`src/rtl/irq_link_bridge.sv`:
```
module irq_link_bridge #(
  parameter int          W        = 8,
  parameter logic [7:0]  MARK_SET = 8'h1C,
  parameter logic [7:0]  MARK_CLR = 8'h7C,
  parameter bit          LOCAL_BP = 1'b1
) (
  input  logic         clk,
  input  logic         rst_n,
  input  logic [W-1:0] src_data,
  input  logic         src_k,
  input  logic         src_irq,
  input  logic         src_valid,
  output logic         src_ready,
  input  logic         tx_halt,
  input  logic         rx_half,
  output logic [W-1:0] line_tx_data,
  output logic         line_tx_k,
  output logic         line_tx_valid,
  input  logic [W-1:0] line_rx_data,
  input  logic         line_rx_k,
  input  logic         line_rx_valid,
  output logic [W-1:0] snk_data,
  output logic         snk_k,
  output logic         snk_valid,
  output logic         snk_irq
);

  localparam logic [W-1:0] SET_C = W'(MARK_SET);
  localparam logic [W-1:0] CLR_C = W'(MARK_CLR);

  logic         sent_lvl;
  logic         hold_v;
  logic [W-1:0] hold_d;
  logic         hold_k;

  wire halt  = tx_halt | (LOCAL_BP & snk_irq);
  wire lvl   = src_irq | rx_half;
  wire take  = src_valid & src_ready;
  wire flip  = take & (lvl != sent_lvl);
  wire rx_set = line_rx_valid & line_rx_k & (line_rx_data == SET_C);
  wire rx_clr = line_rx_valid & line_rx_k & (line_rx_data == CLR_C);

  assign src_ready = ~halt & ~hold_v;

  always_ff @(posedge clk) begin
    if (!rst_n) begin
      sent_lvl      <= 1'b0;
      hold_v        <= 1'b0;
      hold_d        <= '0;
      hold_k        <= 1'b0;
      line_tx_valid <= 1'b0;
      line_tx_data  <= '0;
      line_tx_k     <= 1'b0;
    end else if (halt) begin
      line_tx_valid <= 1'b0;
    end else if (hold_v) begin
      line_tx_valid <= 1'b1;
      line_tx_data  <= hold_d;
      line_tx_k     <= hold_k;
      hold_v        <= 1'b0;
    end else if (flip) begin
      line_tx_valid <= 1'b1;
      line_tx_data  <= lvl ? SET_C : CLR_C;
      line_tx_k     <= 1'b1;
      sent_lvl      <= lvl;
      hold_v        <= 1'b1;
      hold_d        <= src_data;
      hold_k        <= src_k;
    end else if (take) begin
      line_tx_valid <= 1'b1;
      line_tx_data  <= src_data;
      line_tx_k     <= src_k;
    end else begin
      line_tx_valid <= 1'b0;
    end
  end

  always_ff @(posedge clk) begin
    if (!rst_n) begin
      snk_irq   <= 1'b0;
      snk_valid <= 1'b0;
      snk_data  <= '0;
      snk_k     <= 1'b0;
    end else begin
      snk_valid <= line_rx_valid & ~rx_set & ~rx_clr;
      if (rx_set) snk_irq <= 1'b1;
      else if (rx_clr) snk_irq <= 1'b0;
      if (line_rx_valid & ~rx_set & ~rx_clr) begin
        snk_data <= line_rx_data;
        snk_k    <= line_rx_k;
      end
    end
  end

endmodule


```
`config.mk`:
```
export PLATFORM = sky130hd
export DESIGN_NAME = irq_link_bridge
export DESIGN_NICKNAME = d
export VERILOG_FILES = /design/src/rtl/irq_link_bridge.sv
export SDC_FILE = /design/constraint.sdc
export NUM_CORES = 1
export LEC_CHECK = 0
export CAP_MARGIN = 20
export CORE_MARGIN = 10
export CORE_UTILIZATION = 48
export CTS_BUF_LIST = sky130_fd_sc_hd__clkbuf_4 sky130_fd_sc_hd__clkbuf_8 sky130_fd_sc_hd__clkbuf_16
export CTS_CLUSTER_SIZE = 28
export DETAILED_ROUTE_END_ITERATION = 6
export GPL_ROUTABILITY_DRIVEN = 0
export PLACE_DENSITY = 0.84
export SETUP_SLACK_MARGIN = 0.1
export SLEW_MARGIN = 20
export SYNTH_ARGS = -nofsm -noshare
export SYNTH_HDL_FRONTEND = slang
export SYNTH_SLANG_ARGS = --single-unit
```
`constraint.sdc`:
```
create_clock -name clk -period 3.8 [get_ports clk]
set_input_delay 0.76 -clock clk [delete_from_list [all_inputs] [get_ports clk]]
set_output_delay 0.76 -clock clk [all_outputs]
set_load 0.02 [all_outputs]
```
==> results.cfg <==
[status]
status = finished, final reports clean

[critical_path]
slowest_stage = clkdlybuf4s50_1
cp_slowest_stage_delay_ns = 0.64
arrival_ns = 2.04
r2r_cells = 4
crit_buf_inv = 2
r2r_start = hold_v
startpoint_type = primary input
crit_family = buffers and inverters
rr_endpoint = line_tx_data[4]
cpMostUsedCell = clkdlybuf4s50_1
crit_path_end_kind = output port
crit_fanout = 4
crit_chain = clkdlybuf4s50_1 -> nor3_1 -> clkdlybuf4s50_1
cp.required_ns = 3.04
worst-r2r-setup-slack_ns = 1.65
crit_type = in -> out

[yosys]
ys_warn_count = 0
synth_edf_count = 0
ys.flop_type = dfxtp_1
syn_area_um2 = 1380
async_flop_share_pct = 0
synth_cell_types = 33
post-synth-top-count-cell = dfxtp_1
postSynthCellCount = 153
ys_seq_elements = 32
synth.avg_cell_area_um2 = 9.02
synthTopCellsByArea = dfxtp_1, mux2i_1, nor2_1
synth_xor_area_share_pct = 0.635
yosysSeqAreaShare_pct = 46.4
yosys-top-cells-count = dfxtp_1, nor2_1, nand2_1, o21ai_0, a21oi_1
yosysTopAreaCell = dfxtp_1
syn_nets = 178
synth_compound_area_share_pct = 21.4
synthSimpleGateAreaFrac_pct = 19.5
synth_top_area_share_pct = 46.4
synth_fa_ha_area_share_pct = 0
muxShareOfSynthArea_pct = 6.53
synth_top_family_by_area = compound AO/OA/AOI/OAI gates

[routing]
drtIter0Drc = 63
drt-pass1-iter-count = 6
ant_nets = 0
wirelength_mm = 3.70
num_vias = 1287
remaining_drc_errors = 0
via_per_inst = 5.62
routedWlPerCell_um = 16.2

[timing]
fmax_ghz = 0.357
hold_violations = 0
setup_violations = 0
slew_headroom_pct = 47.2
whs_ns = 0.466
final.setup.worst_slack_ns = 1.00
post-route-period-util_pct = 73.7
skew_ns = 0.00335
tns_ns = 0
timing.final.crit_period_ns = 2.80
rsz0062_at_grt = no
slew_viol_final = 0
tightest_slew_ns = 0.790

[global_route]
overflow = 0
antenna_found_initial = 0
grt_pass1_wl_mm = 6.07
first_global_vias = 1364
grt_start_max_net_pins = 23
track_usage_pct = 14.0

[floorplan]
dieHeight_um = 73.6
die_area_um2 = 5420
row_count = 19
die_width_um = 73.6
start_util_pct = 50.0
core-area_um2 = 2760
pin_count = 47

[layout]
utilization_pct = 68.8
multi_input_area_um2 = 663
layout.area.seq_um2 = 641
drive_above_1_share_pct = 5.56
diodes = 0
layout.nets = 222
fillCellCount = 235
stdcell_area_um2 = 1900
area_delta_synth_final_pct = 37.5

[cts]
hold_buffers = 0
post_cts_buffers = 0
cts_buffers = 5
clock_sink_count = 32
cts.clk_slew.worst_paths_ns = 0.09
htreeDepth = 2
cts.repair.resized = 0
cts_tree = yes
clk_root_buffer_cell = clkbuf_4
clock_latency_ns = 0.33
clock_path_buffers = 2

[flow_run]
maxCapViolCount = 0

[hold_path]
hp-class = reg -> reg
holdPathEnd = line_tx_data[4]
worstHoldStart = line_tx_data[4]
hold_depth = 2

[placement]
dp_hpwl_mm = 2.80
place_area_um2 = 1820
place_ws_ns = 0.985
io_buffer_count = 46

[power_and_ir_drop]
power.leakage_nw = 0.708
ir_worst_vdd_mv = 0.394
power_density_nw_per_um2 = 404
-- placed cells by master (no fill, tap or decap), drive strengths merged, types with 2 or more instances in the layout --
master,synthesis,routed
a21oi,12,12
clkdlybuf4s50,0,46
nand2,14,14
o21ai,14,14
inv,4,4
o31ai,2,2
nand3,8,8
a211o,2,2
nand2b,5,5
o311ai,4,4
nor2,18,18
dfxtp,32,32
o21a,2,2
nor3,2,2
a221oi,3,3
clkbuf,6,6
mux2i,9,9
-- per-layer routing --
metal	vias up	share of wire [%]	track usage (%)
met5	-	0	0
met4	0	0.73	6.21
met3	4	11	7.13
met2	48	50	22.8
met1	599	38	14.8
li1	636	-	-
-- where the power goes --
| part | leakage (nW) | switching (W) | internal (W) |
|---|---|---|---|
| Sequential | 0.263 | 0.0000131 | 0.000355 |
| Combinational | 0.399 | 0.0000701 | 0.0000695 |
| Clock | 0.0456 | 0.000115 | 0.000145 |
| Total | 0.708 | 0.000199 | 0.000569 |
-- sequential cells by signal, indices dropped and copies added (netlist names) --
name           count
line_tx_k          1
line_tx_data       8
snk_k              1
sent_lvl           1
line_tx_valid      1
snk_irq            1
snk_data           8
snk_valid          1
hold_k             1
hold_d             8
hold_v             1
-- per-stage QoR --
step	cells	power [W]
after floorplan	153	0.000448
after global placement	221	0.000510
after detailed placement	221	0.000515
after CTS	229	0.000775
after global routing	229	0.000802
final	229	0.000768
-- area by class of cell --
cell class / instances / area share, %
Clock inverter: 2 / 1.85
Timing Repair Buffer: 46 / 24.3
Clock buffer: 6 / 2.37
Tap cell: 31 / 2.04
Multi-Input combinational cell: 108 / 34.9
Inverter: 4 / 0.791
Sequential cell: 32 / 33.8
-- worst reg2reg max path, stage by stage (launching register included) --
cell and delay [ns]:
dfxtp_1 0.53, nor4b_4 0.48, and3_1 0.66, o311ai_0 0.24, a21oi_1 0.16
-- cell families (layout without fill, tap and decap cells) --
kind of cell | after synthesis | in the layout
xor gates and xnor gates | 1 | 1
muxes | 9 | 9
buffers and inverters | 13 | 58
and+or+nand+nor | 54 | 54
DFF | 32 | 32
AOI/OAI and AO/OA | 44 | 44
-- worst max path at each step --
| stage | end | cells after the start | from |
|---|---|---|---|
| 2_1_floorplan | src_ready | 1 | tx_halt |
| 3_3_place_gp | src_ready | 3 | tx_halt |
| 3_5_place_dp | src_ready | 3 | tx_halt |
| 4_1_cts | src_ready | 3 | tx_halt |
| 5_1_grt | src_ready | 3 | tx_halt |
| 6_report | src_ready | 3 | tx_halt |
Note: power is estimated with default switching activity, not from simulation.
